[src/rtl/clkstop_pkg.sv]
`timescale 1ns/1ps
package clkstop_pkg;
   // Implementation chosen for the per-output enable holding element
   typedef enum logic {
      GATE_NEGFF = 1'b0,   // falling-edge flop
      GATE_LATCH = 1'b1    // transparent-low latch
   } gate_style_e;

   localparam int MIN_SYNC_STAGES = 2;
endpackage

[src/rtl/clkstop_sync.sv]
`timescale 1ns/1ps
module clkstop_sync #(
   parameter int   STAGES  = 2,
   parameter logic RST_VAL = 1'b1
) (
   input  logic clk,
   input  logic rst_n,
   input  logic d_async,
   output logic q_sync
);
   localparam int LAST = STAGES - 1;

   logic [STAGES-1:0] sr;

   always_ff @(posedge clk or negedge rst_n) begin
      if (!rst_n) sr <= {STAGES{RST_VAL}};
      else        sr <= {sr[STAGES-2:0], d_async};
   end

   assign q_sync = sr[LAST];
endmodule

[src/rtl/clkstop_req.sv]
`timescale 1ns/1ps
module clkstop_req #(
   parameter int N_OUT = 4
) (
   input  logic             clk,
   input  logic             rst_n,
   input  logic             pin_run_sync,
   input  logic             we,
   input  logic             wstop_n,
   input  logic [N_OUT-1:0] wfreerun,
   output logic             rd_run,
   output logic [N_OUT-1:0] run_vec,
   output logic [N_OUT-1:0] mask_q
);
   logic reg_run_q;
   logic stop_req;

   always_ff @(posedge clk or negedge rst_n) begin
      if (!rst_n) begin
         reg_run_q <= 1'b1;
         mask_q    <= '0;
      end else if (we) begin
         reg_run_q <= wstop_n;
         mask_q    <= wfreerun;
      end
   end

   // either source low requests a stop
   assign stop_req = ~pin_run_sync | ~reg_run_q;
   assign rd_run   = ~stop_req;
   assign run_vec  = mask_q | {N_OUT{~stop_req}};
endmodule

[src/rtl/clkstop_gate.sv]
`timescale 1ns/1ps
module clkstop_gate #(
   parameter clkstop_pkg::gate_style_e STYLE = clkstop_pkg::GATE_NEGFF
) (
   input  logic clk,
   input  logic rst_n,
   input  logic run_i,
   output logic en_o,
   output logic clk_o
);
   generate
      if (STYLE == clkstop_pkg::GATE_LATCH) begin : g_latch
         logic en_l;
         always_latch begin
            if (!rst_n)    en_l = 1'b1;
            else if (!clk) en_l = run_i;
         end
         assign en_o = en_l;
      end else begin : g_negff
         logic en_f;
         always_ff @(negedge clk or negedge rst_n) begin
            if (!rst_n) en_f <= 1'b1;
            else        en_f <= run_i;
         end
         assign en_o = en_f;
      end
   endgenerate

   assign clk_o = clk & en_o;
endmodule

[src/rtl/clkstop_ctrl.sv]
`timescale 1ns/1ps
module clkstop_ctrl #(
   parameter int                       N_OUT       = 4,
   parameter int                       SYNC_STAGES = 2,
   parameter clkstop_pkg::gate_style_e GATE_STYLE  = clkstop_pkg::GATE_NEGFF
) (
   input  logic             clk_base,
   input  logic             rst_n,
   input  logic             stop_pin_n,
   input  logic             reg_we,
   input  logic             reg_wstop_n,
   input  logic [N_OUT-1:0] reg_wfreerun,
   output logic             reg_rd_stop,
   output logic [N_OUT-1:0] gate_en,
   output logic [N_OUT-1:0] clk_out
);
   generate
      if (N_OUT < 1) begin : g_bad_nout
         $error("clkstop_ctrl: N_OUT must be at least 1");
      end
      if (SYNC_STAGES < clkstop_pkg::MIN_SYNC_STAGES) begin : g_bad_sync
         $error("clkstop_ctrl: SYNC_STAGES below minimum");
      end
   endgenerate

   logic             pin_run_sync;
   logic [N_OUT-1:0] run_vec;
   logic [N_OUT-1:0] mask_q;

   clkstop_sync #(.STAGES(SYNC_STAGES), .RST_VAL(1'b1)) u_sync (
      .clk     (clk_base),
      .rst_n   (rst_n),
      .d_async (stop_pin_n),
      .q_sync  (pin_run_sync)
   );

   clkstop_req #(.N_OUT(N_OUT)) u_req (
      .clk          (clk_base),
      .rst_n        (rst_n),
      .pin_run_sync (pin_run_sync),
      .we           (reg_we),
      .wstop_n      (reg_wstop_n),
      .wfreerun     (reg_wfreerun),
      .rd_run       (reg_rd_stop),
      .run_vec      (run_vec),
      .mask_q       (mask_q)
   );

   for (genvar g = 0; g < N_OUT; g++) begin : g_out
      clkstop_gate #(.STYLE(GATE_STYLE)) u_gate (
         .clk   (clk_base),
         .rst_n (rst_n),
         .run_i (run_vec[g]),
         .en_o  (gate_en[g]),
         .clk_o (clk_out[g])
      );
   end
endmodule

[config.mk]
export PLATFORM = sky130hd
export DESIGN_NAME = clkstop_ctrl
export DESIGN_NICKNAME = d
export VERILOG_FILES = /design/src/rtl/clkstop_pkg.sv /design/src/rtl/clkstop_sync.sv /design/src/rtl/clkstop_req.sv /design/src/rtl/clkstop_gate.sv /design/src/rtl/clkstop_ctrl.sv
export SDC_FILE = /design/constraint.sdc
export NUM_CORES = 1
export LEC_CHECK = 0
export BUFFER_PORTS_ARGS = -buffer_cell sky130_fd_sc_hd__buf_2
export CAP_MARGIN = 25
export CORE_AREA = 5 5 42 44
export CTS_CLUSTER_SIZE = 12
export DETAILED_ROUTE_END_ITERATION = 12
export DIE_AREA = 0 0 47 49
export MAX_ROUTING_LAYER = met4
export SLEW_MARGIN = 40
export SYNTH_ARGS = -nofsm -noshare
export SYNTH_HDL_FRONTEND = slang
export SYNTH_HIERARCHICAL = 1
export SYNTH_SLANG_ARGS = --single-unit
[constraint.sdc]
create_clock -name clk_base -period 1.05 [get_ports clk_base]
set_clock_uncertainty 0.15 [all_clocks]
set_input_delay 0.1575 -clock clk_base [delete_from_list [all_inputs] [get_ports clk_base]]
set_output_delay 0.1575 -clock clk_base [all_outputs]
set_load 0.02 [all_outputs]
Word level (Yosys, flattened, before mapping)

Index checks and enable logic that the tools add are counted.

Bits in registers: 11
Input port bits: 9
Logic and storage cells: 16

Bitwise operators: 9

Operators by type and width:

| operator       | count |
|---|---|
| 1-bit AND      | 4 |
| 4-bit OR       | 1 |
| 1-bit inverter | 3 |
| 1-bit OR       | 1 |

Logic depth before layout (Yosys ltp)

Gate-level depths: netlist of run 1.

Word-level depth: 4
Mapped depth: 1
Depth with buffers taken out: 1

Modules after synthesis

The synthesis of run 1 kept the hierarchy.

Modules (own cells, without submodules):

| module       | instances | cells each | area an instance (µm²) |
|---|---|---|---|
| clkstop_req  | 1         | 15         | 219.0 |
| clkstop_gate | 4         | 3          | 36.3 |
| clkstop_sync | 1         | 2          | 52.6 |

==> results of run 1 <==
logic make-up after synthesis:
kind of cell	after synthesis	share of synthesized area, %
AOI/OAI and AO/OA	4	7.207
DFF	11	68.17
and+or+nand+nor	5	7.508
buffers and inverters	4	3.603
muxes	5	13.51
layout by cell type, fill, tap and decap left out:
cell type	count
dlygate4sd3_1	7
clkbuf_4	7
buf_2	8
dfrtp_1	4
clkbuf_1	1
buf_6	12
inv_1	4
and2_4	5
dfstp_2	7
mux2_1	5
a21o_1	4
buf_4	2
flip-flops by register name, summed over array words and instances, names as in the netlist:
register and cells:
u_req/reg_run_q 1, u_req/mask_q 4, u_sync/sr 2, g_out.u_gate/en_o 4
stage by stage:
stage,instance area [um2],hold WS (ns),TNS (ns),setup WS (ns)
floorplan,427.9,-0.2881,-4.804,-0.5346
global placement,540.5,0.02442,-5.417,-0.5424
detailed placement,540.5,0.02828,-5.492,-0.5503
CTS,738.2,-0.05885,-9.527,-0.9879
global route,765.7,-0.06522,-9.983,-1.040
finish,765.7,-0.04666,-9.413,-0.9915
layout make-up:
cell class	count	area [um2]	share of cell area, %
sequential	11	284.0	37.09
timing repair buffer	25	215.2	28.10
multi-input combinational	14	130.1	16.99
clock buffer	12	101.3	13.24
tap	16	20.02	2.614
clock inverter	4	15.01	1.961
per-layer routing:
layer / share of wire (%) / track usage [%]
met5: 0 / -
met4: 2.5 / 17.51
met3: 9.0 / 9.225
met2: 55 / 14.71
met1: 34 / 8.945
timing repair:
item | CTS | global route
endpoints found under the hold margin | 13 | 5
pin swaps | 5 | 0
resized for setup | 16 | 6
setup buffers | 3 | 1
setup endpoints to repair | 17 | 17
cloned | 0 | 0
worst max-delay path, delay by kind of cell, from the launching register on:
kind                   cells  cell delay [ns]
and+or+nand+nor            1             0.13
DFF                        1             0.53
buffers and inverters      1             0.10
final timing paths:
path | to | from | slack [ns]
min | u_req/mask_q[0] | reg_we | -0.05
min reg2reg | u_sync/sr[1] | u_sync/sr[0] | 0.21
max reg2reg | g_out[3].u_gate/en_o | u_req/reg_run_q | -0.37
max | clk_out[0] | g_out[0].u_gate/en_o | -0.99
max in group asynchronous | g_out[3].u_gate/en_o | rst_n | 0.06
min in group asynchronous | u_req/mask_q[1] | rst_n | 0.18
power by group through the flow:
stage	Sequential [mW]	Combinational, mW	Clock [mW]
CTS	0.506	0.169	1.18
floorplan	0.535	0.0356	0.357
global route	0.513	0.206	1.26
finish	0.508	0.192	1.15
detailed placement	0.516	0.111	0.435
global placement	0.513	0.110	0.435
==> flow_results.xml, run 1 <==
<?xml version="1.0" encoding="UTF-8"?>
<metrics>
  <group name="logic_synthesis">
    <metric name="syn-cell-area" unit="um2">416.7</metric>
    <metric name="syn_area_per_cell" unit="um2">14.37</metric>
    <metric name="ys_warns" unit="">6</metric>
    <metric name="synth_top_flop_cell" unit="">dfstp_2</metric>
    <metric name="yosys.area.top_type_share" unit="%">44.14</metric>
    <metric name="post_synth_most_frequent_cells" unit="">dfstp_2, and2_1, mux2_1</metric>
    <metric name="synth.most_common_cell" unit="">dfstp_2</metric>
    <metric name="post_syn_instances" unit="">29</metric>
    <metric name="netlist-cell-type-count" unit="">6</metric>
    <metric name="synthTopCellsByArea" unit="">dfstp_2, dfrtp_1, mux2_1</metric>
    <metric name="post-synth-top-area-cell" unit="">dfstp_2</metric>
    <metric name="number_of_enable_flip_flop_cells_after_synthesis" unit="">0</metric>
    <metric name="synth_seq_area_share" unit="%">68.17</metric>
    <metric name="synthesis.nets" unit="">38</metric>
    <metric name="postSynthRegisterBits" unit="">11</metric>
    <metric name="postSynth.asyncResetShare" unit="%">100.0</metric>
  </group>
  <group name="timing">
    <metric name="report.final.hold_viol_count" unit="">5</metric>
    <metric name="slew_headroom" unit="%">91.11</metric>
    <metric name="finalHoldWorstSlack" unit="ns">-0.04666</metric>
    <metric name="setup_viol_count_final" unit="">17</metric>
    <metric name="setup_ws" unit="ns">-0.9915</metric>
    <metric name="worst-slew-pin-transition" unit="ns">0.1334</metric>
    <metric name="final-max-slew-violation-count" unit="">0</metric>
    <metric name="unrepaired_setup_endpoints_after_global_routing" unit="">yes</metric>
  </group>
  <group name="power_and_ir_drop">
    <metric name="ir_worst_vdd" unit="mV">0.8937</metric>
    <metric name="power_switching_share" unit="%">31.08</metric>
    <metric name="comb_power_share" unit="%">10.4</metric>
    <metric name="pwr-share-clk" unit="%">62.1</metric>
    <metric name="power.switching" unit="mW">0.5737</metric>
    <metric name="leakage" unit="nW">0.3851</metric>
    <metric name="design_power_total" unit="mW">1.846</metric>
    <metric name="internal_dissipation" unit="mW">1.272</metric>
    <metric name="power.density_cell_area" unit="nW/um2">2410</metric>
    <metric name="seq_power_share" unit="%">27.5</metric>
  </group>
  <group name="routing">
    <metric name="drt_pass1_iterations" unit="">3</metric>
    <metric name="drc_errors" unit="">0</metric>
    <metric name="drt-total-wl" unit="um">1008</metric>
    <metric name="antenna_left" unit="">0</metric>
    <metric name="via_count" unit="">359</metric>
    <metric name="initialDrtViolationCount" unit="">8</metric>
    <metric name="route.detailed.wl_per_inst" unit="um">12.29</metric>
    <metric name="via_per_inst" unit="">4.378</metric>
  </group>
  <group name="setup_path">
    <metric name="path_class" unit="">reg2out</metric>
    <metric name="rr_worst_depth" unit="">2</metric>
    <metric name="cp_max_fo" unit="">2</metric>
    <metric name="startpoint_type" unit="">flop</metric>
    <metric name="endpoint_kind" unit="">primary output</metric>
    <metric name="worst_ep_required_time" unit="ns">0.74</metric>
    <metric name="timing.critical_path.slowest_stage_cell" unit="">dfstp_2</metric>
    <metric name="critical_path.cell_chain" unit="">and2_4 &gt; buf_6</metric>
    <metric name="slowest_delay" unit="ns">0.53</metric>
    <metric name="crit_arrival" unit="ns">1.73</metric>
  </group>
  <group name="floorplan">
    <metric name="fp.dieW" unit="um">47</metric>
    <metric name="core_region_area" unit="um2">1401</metric>
    <metric name="die_y" unit="um">49</metric>
    <metric name="ios" unit="">18</metric>
    <metric name="area_of_the_die" unit="um2">2303</metric>
    <metric name="floorplan.rows" unit="">14</metric>
    <metric name="starting_density_of_the_core" unit="%">29.73</metric>
  </group>
  <group name="global_routing">
    <metric name="grt_antenna_before_repair" unit="">0</metric>
    <metric name="first_pass_grt_wire_length" unit="um">1642</metric>
    <metric name="grt_start_max_net_pins" unit="">7</metric>
    <metric name="grt.total_usage" unit="%">12.23</metric>
    <metric name="congestion_overflow_gr" unit="">0</metric>
    <metric name="number_of_global_route_vias_before_repair" unit="">426</metric>
  </group>
  <group name="cells_and_area">
    <metric name="area.growth.synth_to_final" unit="%">83.78</metric>
    <metric name="num_antenna_cells" unit="">0</metric>
    <metric name="layout_cell_share_with_drive_strength_beyond_1" unit="%">62.12</metric>
    <metric name="finalCoreUtilization" unit="%">54.64</metric>
    <metric name="final_nets" unit="">76</metric>
    <metric name="fill_cells" unit="">126</metric>
    <metric name="final_cell_count_no_fill" unit="">82</metric>
  </group>
  <group name="min_path">
    <metric name="hold-path-cell-count" unit="">2</metric>
    <metric name="path_type_of_the_worst_min_delay_path" unit="">in2reg</metric>
  </group>
  <group name="job">
    <metric name="max_cap_violations" unit="">0</metric>
  </group>
  <group name="place">
    <metric name="gp_routability_congestion" unit="">0.6333</metric>
    <metric name="numPortBuffers" unit="">17</metric>
    <metric name="place.detailed.instances" unit="">63</metric>
  </group>
  <group name="clock_tree">
    <metric name="cts_tree" unit="">done</metric>
    <metric name="clk_latency" unit="ns">0.38</metric>
    <metric name="cts_hold_buf" unit="">7</metric>
    <metric name="path_clk_slew" unit="ns">0.07</metric>
  </group>
  <group name="status">
    <metric name="violated_checks" unit="">hold timing, setup timing</metric>
    <metric name="outcome" unit="">finished with violations</metric>
  </group>
</metrics>
(Power assumes the default switching activity.)
==> run 2: changes to the inputs <==
==> constraint.sdc (replaced) <==
create_clock -name clk_base -period 1.05 [get_ports clk_base]
set_clock_uncertainty 0.15 [all_clocks]
set_input_delay 0.21 -clock clk_base [delete_from_list [all_inputs] [get_ports clk_base]]
set_output_delay 0.21 -clock clk_base [all_outputs]
set_load 0.02 [all_outputs]
==> flow_results.xml, run 2 (synthesis results as in run 1) <==
<?xml version="1.0" encoding="UTF-8"?>
<metrics>
  <group name="cells_and_area">
    <metric name="final_nets" unit="">74</metric>
    <metric name="num_antenna_cells" unit="">0</metric>
    <metric name="area.growth.synth_to_final" unit="%">76.58</metric>
    <metric name="combined_area_of_the_multi_input_logic_cells" unit="um2">130.1</metric>
    <metric name="seq_area" unit="um2">284.0</metric>
    <metric name="fill_cells" unit="">128</metric>
    <metric name="final_cell_count_no_fill" unit="">80</metric>
    <metric name="layout_common_cells" unit="">buf_2, buf_6, clkbuf_4, dfstp_2, dlygate4sd3_1</metric>
    <metric name="layout_cell_share_with_drive_strength_beyond_1" unit="%">60.94</metric>
    <metric name="finalInstanceArea" unit="um2">735.7</metric>
  </group>
  <group name="timing">
    <metric name="unrepaired_setup_endpoints_after_global_routing" unit="">yes</metric>
    <metric name="report.final.hold_viol_count" unit="">2</metric>
    <metric name="worst-slew-pin-transition" unit="ns">0.1224</metric>
    <metric name="final-max-slew-violation-count" unit="">0</metric>
    <metric name="setup_ws" unit="ns">-1.048</metric>
    <metric name="setup_viol_count_final" unit="">17</metric>
    <metric name="tns" unit="ns">-9.831</metric>
    <metric name="finalHoldWorstSlack" unit="ns">-0.0004982</metric>
    <metric name="slew_headroom" unit="%">91.84</metric>
  </group>
  <group name="floorplan">
    <metric name="core_region_area" unit="um2">1401</metric>
    <metric name="fp.dieW" unit="um">47</metric>
    <metric name="die_y" unit="um">49</metric>
    <metric name="area_of_the_die" unit="um2">2303</metric>
    <metric name="floorplan.rows" unit="">14</metric>
    <metric name="ios" unit="">18</metric>
    <metric name="starting_density_of_the_core" unit="%">29.73</metric>
  </group>
  <group name="setup_path">
    <metric name="path_class" unit="">reg2out</metric>
    <metric name="rr_worst_depth" unit="">2</metric>
    <metric name="crit_arrival" unit="ns">1.74</metric>
    <metric name="worst_ep_required_time" unit="ns">0.69</metric>
    <metric name="endpoint_kind" unit="">primary output</metric>
    <metric name="startpoint_type" unit="">flop</metric>
    <metric name="cp_max_fo" unit="">2</metric>
  </group>
  <group name="power_and_ir_drop">
    <metric name="power.density_cell_area" unit="nW/um2">2473</metric>
    <metric name="seq_power_share" unit="%">27.9</metric>
    <metric name="ir_worst_vdd" unit="mV">0.9077</metric>
    <metric name="leakage" unit="nW">0.3703</metric>
    <metric name="comb_power_share" unit="%">9.2</metric>
    <metric name="power_switching_share" unit="%">31.27</metric>
    <metric name="internal_dissipation" unit="mW">1.250</metric>
    <metric name="power.switching" unit="mW">0.5689</metric>
    <metric name="pwr-share-clk" unit="%">62.9</metric>
  </group>
  <group name="status">
    <metric name="outcome" unit="">finished with violations</metric>
    <metric name="violated_checks" unit="">hold timing, setup timing</metric>
  </group>
  <group name="place">
    <metric name="place_ws" unit="ns">-0.6026</metric>
    <metric name="place_area" unit="um2">541.8</metric>
    <metric name="gp_routability_congestion" unit="">0.6387</metric>
    <metric name="numPortBuffers" unit="">17</metric>
    <metric name="place.detailed.instances" unit="">63</metric>
  </group>
  <group name="routing">
    <metric name="antenna_left" unit="">0</metric>
    <metric name="via_count" unit="">353</metric>
    <metric name="route.detailed.wl_per_inst" unit="um">12.16</metric>
    <metric name="drt-total-wl" unit="um">973</metric>
    <metric name="drc_errors" unit="">0</metric>
    <metric name="drt_pass1_iterations" unit="">4</metric>
    <metric name="via_per_inst" unit="">4.413</metric>
    <metric name="initialDrtViolationCount" unit="">5</metric>
  </group>
  <group name="clock_tree">
    <metric name="path_clk_slew" unit="ns">0.07</metric>
    <metric name="cts_tree" unit="">done</metric>
    <metric name="clk_latency" unit="ns">0.38</metric>
    <metric name="cts_hold_buf" unit="">7</metric>
  </group>
  <group name="global_routing">
    <metric name="number_of_global_route_vias_before_repair" unit="">387</metric>
    <metric name="grt_antenna_before_repair" unit="">0</metric>
    <metric name="grt.total_usage" unit="%">11.93</metric>
    <metric name="grt_start_max_net_pins" unit="">8</metric>
    <metric name="first_pass_grt_wire_length" unit="um">1580</metric>
    <metric name="congestion_overflow_gr" unit="">0</metric>
  </group>
  <group name="job">
    <metric name="max_cap_violations" unit="">0</metric>
  </group>
  <group name="min_path">
    <metric name="hold-path-cell-count" unit="">2</metric>
    <metric name="path_type_of_the_worst_min_delay_path" unit="">in2reg</metric>
  </group>
</metrics>
run 2: what timing repair did:
action | 4_1_cts | 5_1_grt
setup endpoints to repair | 17 | 17
hold endpoints to repair | 13 | 3
resized for setup | 15 | 2
pin swaps | 1 | 1
setup buffers | 2 | 0
run 2: per-stage QoR:
stage	power, mW	hold slack [ns]	utilization (%)
floorplan	0.9291	-0.2356	-
global placement	1.061	0.05730	38.66
detailed placement	1.067	0.06689	38.66
CTS	1.853	-0.005445	52.05
global route	1.943	-0.01200	52.50
finish	1.819	-0.0004982	52.50
run 2: final timing paths:
path                                       from  slack (ns)                    to
hold / removal                           reg_we     -0.0005       u_req/reg_run_q
min in group asynchronous                 rst_n        0.19       u_req/mask_q[1]
setup / recovery           g_out[3].u_gate/en_o       -1.05            clk_out[3]
hold reg to reg                    u_sync/sr[0]        0.22          u_sync/sr[1]
max in group asynchronous                 rst_n        0.06  g_out[0].u_gate/en_o
setup reg to reg                u_req/reg_run_q       -0.38  g_out[1].u_gate/en_o
run 2: critical path: stages (launching register included):
cell     delay [ns]
dfstp_2        0.53
and2_4         0.13
buf_6          0.10
run 2: area by class of cell:
type,count,area share (%)
tap,16,2.721
clock buffer,12,13.78
timing repair buffer,23,25.17
sequential,11,38.61
clock inverter,4,2.041
multi-input combinational,14,17.69
run 2: layer usage:
layer / vias to the layer above / share of wire [%] / GRT usage (%)
met2: 19 / 53 / 12.44
met4: 0 / 1.4 / 17.51
li1: 163 / - / -
met3: 2 / 10 / 11.07
met1: 169 / 35 / 9.174
met5: - / 0 / -
run 2: power by group through the flow:
stage | Clock, mW | Combinational [mW] | Sequential (mW)
after floorplan | 0.357 | 0.0372 | 0.535
after global placement | 0.435 | 0.112 | 0.513
after detailed placement | 0.435 | 0.115 | 0.516
after CTS | 1.18 | 0.165 | 0.506
after global routing | 1.25 | 0.180 | 0.512
final | 1.14 | 0.167 | 0.508
